`src/rtl/dlrx_pkg.sv`:
```
package dlrx_pkg;

  typedef enum logic [2:0] {
    MODE_OFF,
    MODE_SGL_1P,
    MODE_SGL_2P,
    MODE_MST_DUAL,
    MODE_SLV
  } dl_mode_e;

  typedef struct packed {
    logic even;
    logic odd;
  } oe_t;

  function automatic dl_mode_e decode_mode(input logic dual, input logic role);
    case ({dual, role})
      2'b00:   return MODE_SGL_1P;
      2'b01:   return MODE_SGL_2P;
      2'b10:   return MODE_SLV;
      default: return MODE_MST_DUAL;
    endcase
  endfunction

  function automatic oe_t mode_oe(input dl_mode_e m, input logic sdet);
    oe_t r;
    r = '0;
    case (m)
      MODE_SGL_1P:   r.even = 1'b1;
      MODE_SGL_2P:   begin r.even = 1'b1; r.odd = 1'b1; end
      MODE_MST_DUAL: r.even = 1'b1;
      MODE_SLV:      r.even = sdet;
      default:       r = '0;
    endcase
    return r;
  endfunction

endpackage

```
`src/rtl/dlrx_sync.sv`:
```
module dlrx_sync #(
  parameter int STAGES = 2
) (
  input  logic clk_i,
  input  logic rst_ni,
  input  logic d_i,
  output logic q_o
);

  logic [STAGES-1:0] ff_q;

  generate
    if (STAGES == 1) begin : g_one
      always_ff @(posedge clk_i or negedge rst_ni) begin
        if (!rst_ni) ff_q <= '0;
        else         ff_q <= d_i;
      end
    end else begin : g_chain
      always_ff @(posedge clk_i or negedge rst_ni) begin
        if (!rst_ni) ff_q <= '0;
        else         ff_q <= {ff_q[STAGES-2:0], d_i};
      end
    end
  endgenerate

  assign q_o = ff_q[STAGES-1];

endmodule

```
`src/rtl/dlrx_mode_ctrl.sv`:
```
module dlrx_mode_ctrl
  import dlrx_pkg::*;
#(
  parameter int SYNC_STAGES = 2
) (
  input  logic     clk_i,
  input  logic     rst_ni,
  input  logic     link_sel_i,
  input  logic     role_i,
  input  logic     sdet_i,
  input  logic     de_i,
  output dl_mode_e mode_o,
  output logic     even_oe_o,
  output logic     odd_oe_o
);

  localparam int CNT_W = $clog2(SYNC_STAGES + 1);

  logic             sel_s;
  logic [CNT_W-1:0] settle_q;
  logic             ready;
  logic             de_q;
  logic             de_fall;
  logic             commit;
  dl_mode_e         mode_q;
  oe_t              oe_q;
  oe_t              oe_d;

  dlrx_sync #(.STAGES(SYNC_STAGES)) u_sel_sync (
    .clk_i  (clk_i),
    .rst_ni (rst_ni),
    .d_i    (link_sel_i),
    .q_o    (sel_s)
  );

  assign ready   = (settle_q == CNT_W'(SYNC_STAGES));
  assign de_fall = de_q & ~de_i;
  // first resolution in blanking, later changes only at a line end
  assign commit  = ready & (((mode_q == MODE_OFF) & ~de_i) | de_fall);
  assign oe_d    = mode_oe(mode_q, sdet_i);

  always_ff @(posedge clk_i or negedge rst_ni) begin
    if (!rst_ni) begin
      settle_q <= '0;
      de_q     <= 1'b0;
      mode_q   <= MODE_OFF;
      oe_q     <= '0;
    end else begin
      if (!ready) settle_q <= settle_q + CNT_W'(1);
      de_q <= de_i;
      if (commit) mode_q <= decode_mode(sel_s, role_i);
      oe_q <= oe_d;
    end
  end

  assign mode_o    = mode_q;
  assign even_oe_o = oe_q.even;
  assign odd_oe_o  = oe_q.odd;

endmodule

```
`src/rtl/dlrx_slave_align.sv`:
```
module dlrx_slave_align (
  input  logic clk_i,
  input  logic rst_ni,
  input  logic sync_de_i,
  input  logic de_i,
  output logic gate_o
);

  logic sync_q;
  logic de_q;
  logic pend_q;
  logic line_q;
  logic sync_rise;
  logic de_rise;
  logic start;

  assign sync_rise = sync_de_i & ~sync_q;
  assign de_rise   = de_i & ~de_q;
  assign start     = de_rise & (pend_q | sync_rise);
  assign gate_o    = de_i & (line_q | start);

  always_ff @(posedge clk_i or negedge rst_ni) begin
    if (!rst_ni) begin
      sync_q <= 1'b0;
      de_q   <= 1'b0;
      pend_q <= 1'b0;
      line_q <= 1'b0;
    end else begin
      sync_q <= sync_de_i;
      de_q   <= de_i;
      if (start)          pend_q <= 1'b0;
      else if (sync_rise) pend_q <= 1'b1;
      if (!de_i)      line_q <= 1'b0;
      else if (start) line_q <= 1'b1;
    end
  end

endmodule

```
`src/rtl/dlrx_pix_path.sv`:
```
module dlrx_pix_path
  import dlrx_pkg::*;
#(
  parameter int PIX_W = 24
) (
  input  logic             clk_i,
  input  logic             rst_ni,
  input  dl_mode_e         mode_i,
  input  logic             de_i,
  input  logic [PIX_W-1:0] pix_i,
  input  logic             slv_gate_i,
  output logic [PIX_W-1:0] even_o,
  output logic [PIX_W-1:0] odd_o,
  output logic             de_o
);

  logic [PIX_W-1:0] even_q;
  logic [PIX_W-1:0] odd_q;
  logic [PIX_W-1:0] hold_q;
  logic             phase_q;
  logic             de_q;

  always_ff @(posedge clk_i or negedge rst_ni) begin
    if (!rst_ni) begin
      even_q  <= '0;
      odd_q   <= '0;
      hold_q  <= '0;
      phase_q <= 1'b0;
      de_q    <= 1'b0;
    end else begin
      case (mode_i)
        MODE_SGL_1P, MODE_MST_DUAL: begin
          even_q  <= de_i ? pix_i : '0;
          odd_q   <= '0;
          de_q    <= de_i;
          phase_q <= 1'b0;
        end
        MODE_SGL_2P: begin
          if (de_i && !phase_q) begin
            hold_q  <= pix_i;
            phase_q <= 1'b1;
            de_q    <= 1'b0;
          end else if (de_i) begin
            even_q  <= hold_q;
            odd_q   <= pix_i;
            phase_q <= 1'b0;
            de_q    <= 1'b1;
          end else if (phase_q) begin
            // unpaired pixel at line end
            even_q  <= hold_q;
            odd_q   <= '0;
            phase_q <= 1'b0;
            de_q    <= 1'b1;
          end else begin
            de_q    <= 1'b0;
          end
        end
        MODE_SLV: begin
          even_q  <= slv_gate_i ? pix_i : '0;
          odd_q   <= '0;
          de_q    <= slv_gate_i;
          phase_q <= 1'b0;
        end
        default: begin
          even_q  <= '0;
          odd_q   <= '0;
          de_q    <= 1'b0;
          phase_q <= 1'b0;
        end
      endcase
    end
  end

  assign even_o = even_q;
  assign odd_o  = odd_q;
  assign de_o   = de_q;

endmodule

```
`src/rtl/dual_link_rx_mode.sv`:
```
module dual_link_rx_mode
  import dlrx_pkg::*;
#(
  parameter int PIX_W       = 24,
  parameter int SYNC_STAGES = 2
) (
  input  logic             clk_i,
  input  logic             rst_ni,
  input  logic             link_sel_i,
  input  logic             role_i,
  input  logic             sdet_i,
  input  logic             sync_de_i,
  input  logic             de_i,
  input  logic [PIX_W-1:0] pix_i,
  output logic [PIX_W-1:0] even_o,
  output logic             even_oe_o,
  output logic [PIX_W-1:0] odd_o,
  output logic             odd_oe_o,
  output logic             de_o
);

  dl_mode_e mode;
  logic     slv_gate;

  dlrx_mode_ctrl #(.SYNC_STAGES(SYNC_STAGES)) u_mode (
    .clk_i      (clk_i),
    .rst_ni     (rst_ni),
    .link_sel_i (link_sel_i),
    .role_i     (role_i),
    .sdet_i     (sdet_i),
    .de_i       (de_i),
    .mode_o     (mode),
    .even_oe_o  (even_oe_o),
    .odd_oe_o   (odd_oe_o)
  );

  dlrx_slave_align u_align (
    .clk_i     (clk_i),
    .rst_ni    (rst_ni),
    .sync_de_i (sync_de_i),
    .de_i      (de_i),
    .gate_o    (slv_gate)
  );

  dlrx_pix_path #(.PIX_W(PIX_W)) u_pix (
    .clk_i      (clk_i),
    .rst_ni     (rst_ni),
    .mode_i     (mode),
    .de_i       (de_i),
    .pix_i      (pix_i),
    .slv_gate_i (slv_gate),
    .even_o     (even_o),
    .odd_o      (odd_o),
    .de_o       (de_o)
  );

endmodule

```
`config.mk`:
```
export PLATFORM = sky130hd
export DESIGN_NAME = dual_link_rx_mode
export DESIGN_NICKNAME = d
export VERILOG_FILES = /design/src/rtl/dlrx_pkg.sv /design/src/rtl/dlrx_sync.sv /design/src/rtl/dlrx_mode_ctrl.sv /design/src/rtl/dlrx_slave_align.sv /design/src/rtl/dlrx_pix_path.sv /design/src/rtl/dual_link_rx_mode.sv
export SDC_FILE = /design/constraint.sdc
export NUM_CORES = 1
export LEC_CHECK = 0
export BUFFER_PORTS_ARGS = -buffer_cell sky130_fd_sc_hd__buf_2
export CORE_MARGIN = 4
export CORE_UTILIZATION = 35
export DETAILED_ROUTE_END_ITERATION = 8
export MAX_ROUTING_LAYER = met4
export PLACE_DENSITY_LB_ADDON = 0.15
export RECOVER_POWER = 50
export SETUP_SLACK_MARGIN = 0.05
export SKIP_LAST_GASP = 1
export SYNTH_ARGS = -nofsm -noshare
export SYNTH_HDL_FRONTEND = slang
export SYNTH_HIERARCHICAL = 1
export SYNTH_SLANG_ARGS = --single-unit
```
`constraint.sdc`:
```
create_clock -name clk_i -period 5 [get_ports clk_i]
set_input_delay 0.5 -clock clk_i [delete_from_list [all_inputs] [get_ports clk_i]]
set_output_delay 0.5 -clock clk_i [all_outputs]
set_load 0.03 [all_outputs]
```
==> reports/summary.txt, run 1 <==
CP Launch Point - de_i
RSZ-0062 raised after global routing - false
Ys async rst share - 1.00
Ys flop type - dfrtp_1
Fmax - 321 MHz
DRT iter0 DRCs - 240
Power Density - 451 nW/um2
Die Span X - 116 um
Post-synthesis cell type count - 37
Int Pwr - 1.49 mW
Biggest area consumer among synthesized cells - dfrtp_1
Max_cap viols - 1
Hold_buf cts - 0
Max VDD drop - 0.160 mV
Final worst slack - 1880 ps
Largest cells by area after synthesis - dfrtp_1, mux2_4, and2_1, a222oi_1, a22o_1
Post-Synthesis Cells - 330
Root Buffer - clkbuf_16
Die Ht - 116 um
Antenna Cells - 0
Mapped cell area - 4060 um2
Clock power share - 0.303
# port buffers - 81
Share of post-route cells with drive strength above 1 - 0.232
Combinational Power Share - 0.250
Seq cells post-synth - 88
Sequential Power Share - 0.447
Global-route wire length before repair - 15800 um
DR DRC count - 0
Period utilization - 0.624
Worst-Skew Late Latency - 330 ps
Yosys warns - 6
R2R Path Start - u_mode/mode_o[1]
Via count - 2853
Tmin final - 3120 ps
Total power - 2.13 mW
Synthesis-to-layout area growth - 16.5%
Synth top cells by count - dfrtp_1, and2_1, nand2_1, a22o_1, a222oi_1
Top-count cell post-synth - dfrtp_1
Gr usage total - 0.156
DRT antenna net count - 0
Clock Tree Buf Depth - 2
Starting Density - 0.357
Vias in the first global route - 2851
Post-CTS Setup Bufs - 0
Violated checks - capacitance limit, slew limit
Crit Path Max Fanout - 32
Die area - 13400 um2
Total CTS buffers - 9
Crit Path Class - in -> reg
Largest net degree at the start of global routing - 58
Critical Path RT - 5250 ps
Ports - 82
Hold Path Origin - link_sel_i
Gr ovfl total - 0
Worst Clk Skew - 9.26 ps
Number of gates resized after cts - 0
CP arrival - 3360 ps
Slew Limit Fails - 33
Routed length per instance - 17.9 um
DP Worst Slack - 2130 ps
TritonCTS clock tree - done
Outcome - complete, but fails checks
Reg clk slew, reported paths - 60 ps
CTS Sinks - 88
CTS H-Tree Depth - 3
Final Hold Fails - 0
GPL Wtd Cong - 0.731
Switching Share - 0.299
Worst hold path type - in -> reg
Yosys top cell area share - 0.542
Startpoint Class - input port
Total Negative Setup Slacks - 0 ps
Slew @ Worst Pin - 1810 ps
Dpl hpwl - 6020 um
Slew headroom - -0.206
Post-placement cell count - 531
Worst setup EP type - flip-flop
Post-synth EDFFs - 0
Final setup violation count - 0
CORE AREA - 11400 um2
Routed wire length - 9720 um
Initial antenna violation count - 0
Initial DRT Pass Iterations - 6
Drt via density - 5.24
Post-Syn Area per Cell - 12.3 um2
Lkg Pwr - 2.22 nW
Net switching power - 638 uW
Std cell rows - 39
Final Non-Filler Cells - 544
Sequential-to-total area share from yosys stat - 0.542
Syn_nets - 365
Final nets - 434
## worst max-delay path, cell delays in order
cell and delay [ps]:
clkbuf_1 1010, o311a_1 380, and4bb_1 930, a222oi_1 290
o21ai_0 230
## kinds of logic after synthesis
group	synth area share
compound gates	0.166
fa+ha+maj	0.0123
buf+inv	0.0502
flops	0.542
xor+xnor	0.00216
mux	0.0841
simple gates	0.142
## cells in the final DEF, fill, tap and decap left out, types with 2 or more instances in the layout
cell type,count
dfrtp_1,88
buf_2,45
and2_1,40
clkbuf_1,38
nand2_1,31
a22o_1,24
a222oi_1,23
o21ai_1,20
mux2_4,19
clkbuf_16,9
and2_0,8
inv_1,7
o21ai_0,7
mux2_2,5
ha_1,4
nor2b_4,3
o311a_1,2
a2bb2oi_1,2
nor2_1,2
buf_4,2
## per-layer routing
metal  GRT usage  vias to the layer above  part of all wire
met5           -                        -                 0
met4      0.0534                        0             0.011
met3      0.0272                        8             0.048
met2       0.236                       64              0.46
met1       0.213                     1441              0.48
li1            -                     1340                 -
## per-stage QoR
step	cell area [um2]	hold WS [ps]	utilization
floorplan	4060	204	-
global placement	4500	333	0.396
detailed placement	4500	337	0.396
CTS	4780	119	0.420
global route	4730	265	0.416
finish	4730	270	0.416
## power groups by stage
stage                     Sequential, mW  Clock [mW]  Combinational (mW)
after floorplan                     1.00           0               0.349
after global placement             0.957           0               0.539
after detailed placement           0.962           0               0.545
after CTS                          0.952       0.666               0.547
after global routing               0.973       0.692               0.582
final                              0.953       0.645               0.533
## path summary, 6_finish.rpt
path	cells after the start	slack (ps)	end
setup / recovery	5	1880	u_pix/even_o[3]
hold / removal	1	270	u_mode/u_sel_sync/ff_q[0]
setup reg to reg	3	2240	u_pix/odd_o[7]
hold reg to reg	0	350	u_mode/u_sel_sync/ff_q[1]
max in group asynchronous	2	2160	u_pix/odd_o[16]
min in group asynchronous	1	650	u_pix/odd_o[23]
## final cells by class
class                      count  area (um2)
clock buffer                  12         246
timing repair buffer          84         380
inverter                       7        26.3
fill                        1107        6640
multi-input combinational    209        1670
clock inverter                 1        30.0
tap                          143         179
sequential                    88        2200
## flip-flops by register name, indices dropped and copies added (netlist names)
name	cells
u_align/de_q	1
u_pix/even_o	24
u_mode/odd_oe_o	1
u_pix/phase_q	1
u_align/sync_q	1
u_mode/settle_q	2
u_mode/mode_o	3
u_pix/de_o	1
u_align/line_q	1
u_mode/even_oe_o	1
u_mode/u_sel_sync/ff_q	2
u_mode/de_q	1
u_align/pend_q	1
u_pix/hold_q	24
u_pix/odd_o	24
(Power assumes the default switching activity.)
==> run 2, diff against run 1 <==
clock period = 2.8 ns   (was 5 ns; I/O delays follow)
==> reports/summary.txt, run 2 (synthesis results as in run 1) <==
Outcome - finished clean (was complete, but fails checks)
Period utilization - 0.813
Total CTS buffers - 9 (unchanged)
Lkg Pwr - 2.20 nW (was 2.22 nW)
Post-CTS Setup Bufs - 0 (unchanged)
Max VDD drop - 0.347 mV (was 0.160 mV)
DRT antenna net count - 0 (unchanged)
Die area - 13400 um2 (unchanged)
TritonCTS clock tree - done (unchanged)
Worst hold path type - in -> reg (unchanged)
GPL Wtd Cong - 0.696 (was 0.731)
Final Hold Fails - 0 (unchanged)
# port buffers - 81 (unchanged)
Slew Limit Fails - 0 (was 33)
Total Negative Setup Slacks - 0 ps (unchanged)
Die Ht - 116 um (unchanged)
Final Non-Filler Cells - 553 (was 544)
CTS H-Tree Depth - 3 (unchanged)
Worst-Skew Late Latency - 340 ps (was 330 ps)
Total power - 3.86 mW (was 2.13 mW)
Worst Clk Skew - 3.62 ps (was 9.26 ps)
Worst setup EP type - flip-flop (unchanged)
Ports - 82 (unchanged)
CTS Sinks - 88 (unchanged)
CORE AREA - 11400 um2 (unchanged)
DP Worst Slack - 613 ps (was 2130 ps)
Most frequent cells in the layout - dfrtp_1, clkbuf_1, and2_1, buf_2, nand2_1 (was dfrtp_1, buf_2, and2_1, clkbuf_1, nand2_1)
CP arrival - 2520 ps (was 3360 ps)
Root Buffer - clkbuf_16 (unchanged)
Initial antenna violation count - 0 (unchanged)
Antenna Cells - 0 (unchanged)
DRT iter0 DRCs - 303 (was 240)
Final setup violation count - 0 (unchanged)
Dpl hpwl - 6190 um (was 6020 um)
Filler cell count in the final layout - 1114 (was 1107)
Crit Path Class - reg -> reg (was in -> reg)
Critical Path RT - 3050 ps (was 5250 ps)
Placement Cell Area - 4550 um2 (was 4500 um2)
Hold WS - 46.5 ps (was 270 ps)
Final worst slack - 525 ps (was 1880 ps)
Starting Density - 0.357 (unchanged)
Final core occ - 0.420 (was 0.416)
DR DRC count - 0 (unchanged)
Gr ovfl total - 0 (unchanged)
Clock Tree Buf Depth - 2 (unchanged)
Via count - 2871 (was 2853)
Slew @ Worst Pin - 1320 ps (was 1810 ps)
Startpoint Class - flip-flop (was input port)
Largest net degree at the start of global routing - 55 (was 58)
Routed length per instance - 17.7 um (was 17.9 um)
Slew headroom - 0.120 (was -0.206)
Reg clk slew, reported paths - 60 ps (about the same)
CP Launch Point - u_align/sync_q (was de_i)
Routed wire length - 9790 um (was 9720 um)
Power Density - 808 nW/um2 (was 451 nW/um2)
Post-placement cell count - 536 (was 531)
Gr usage total - 0.157 (was 0.156)
Global-route wire length before repair - 15700 um (was 15800 um)
R2R Path Start - u_align/sync_q (was u_mode/mode_o[1])
Drt via density - 5.19 (was 5.24)
Hold Path Origin - link_sel_i (unchanged)
Die Span X - 116 um (unchanged)
Crit Path Max Fanout - 24 (was 32)
Most common cell after layout, fill and taps aside - dfrtp_1 (unchanged)
Fmax - 440 MHz
Share of post-route cells with drive strength above 1 - 0.215 (was 0.232)
Cell area after layout - 4770 um2 (was 4730 um2)
Tmin final - 2280 ps
Final nets - 440 (was 434)
Initial DRT Pass Iterations - 8 (was 6)
Synthesis-to-layout area growth - 17.6% (was 16.5%)
Max_cap viols - 0 (was 1)
RSZ-0062 raised after global routing - false (unchanged)
Std cell rows - 39 (unchanged)
Vias in the first global route - 2862 (was 2851)
## run 2: cell types whose count changed in the layout (fill, tap and decap cells not counted), sizes merged
cell         change
buf              -6
clkbuf          +12
clkinv           +2
dlygate4sd3      +1
## run 2: layout make-up
| cell class | count | area (um2) | area share |
|---|---|---|---|
| timing repair buffer | 90 | 417 | 0.0873 |
| inverter | 7 | 26.3 | 0.00550 |
| multi-input combinational | 209 | 1650 | 0.346 |
| clock inverter | 3 | 40.0 | 0.00839 |
| sequential | 88 | 2200 | 0.461 |
| clock buffer | 13 | 260 | 0.0545 |
| tap | 143 | 179 | 0.0375 |
## run 2: repair_timing
item,CTS,global route
gates resized for setup,0,0
endpoints found under the hold margin,34,0
endpoints found under the setup margin,0,0
hold buffers,1,0
## run 2: final timing paths
| kind | end | slack (ps) | cells after the start |
|---|---|---|---|
| hold / removal | u_mode/u_sel_sync/ff_q[0] | 50 | 1 |
| min in group asynchronous | u_pix/odd_o[23] | 450 | 2 |
| setup / recovery | u_pix/even_o[3] | 520 | 5 |
| max in group asynchronous | u_pix/hold_q[20] | 730 | 3 |
| hold reg to reg | u_mode/u_sel_sync/ff_q[1] | 350 | 0 |
| setup reg to reg | u_pix/even_o[3] | 520 | 5 |
## run 2: critical path, cell delays in order (launching register included)
cell and delay (ps):
dfrtp_1 360, nor2b_1 220, o311a_1 230, and4bb_1 900, a222oi_1 270, o21ai_0 210
## run 2: routing by layer
| layer | track usage | share of wire |
|---|---|---|
| met1 | 0.215 | 0.47 |
| met2 | 0.231 | 0.46 |
| met3 | 0.0371 | 0.052 |
| met4 | 0.0534 | 0.013 |
| met5 | - | 0 |
## run 2: report_power, final
| group | leakage [nW] | internal [mW] | switching (mW) | total [mW] |
|---|---|---|---|---|
| combinational | 0.906 | 0.436 | 0.522 | 0.958 |
| sequential | 1.14 | 1.53 | 0.156 | 1.69 |
| clock | 0.150 | 0.738 | 0.474 | 1.21 |
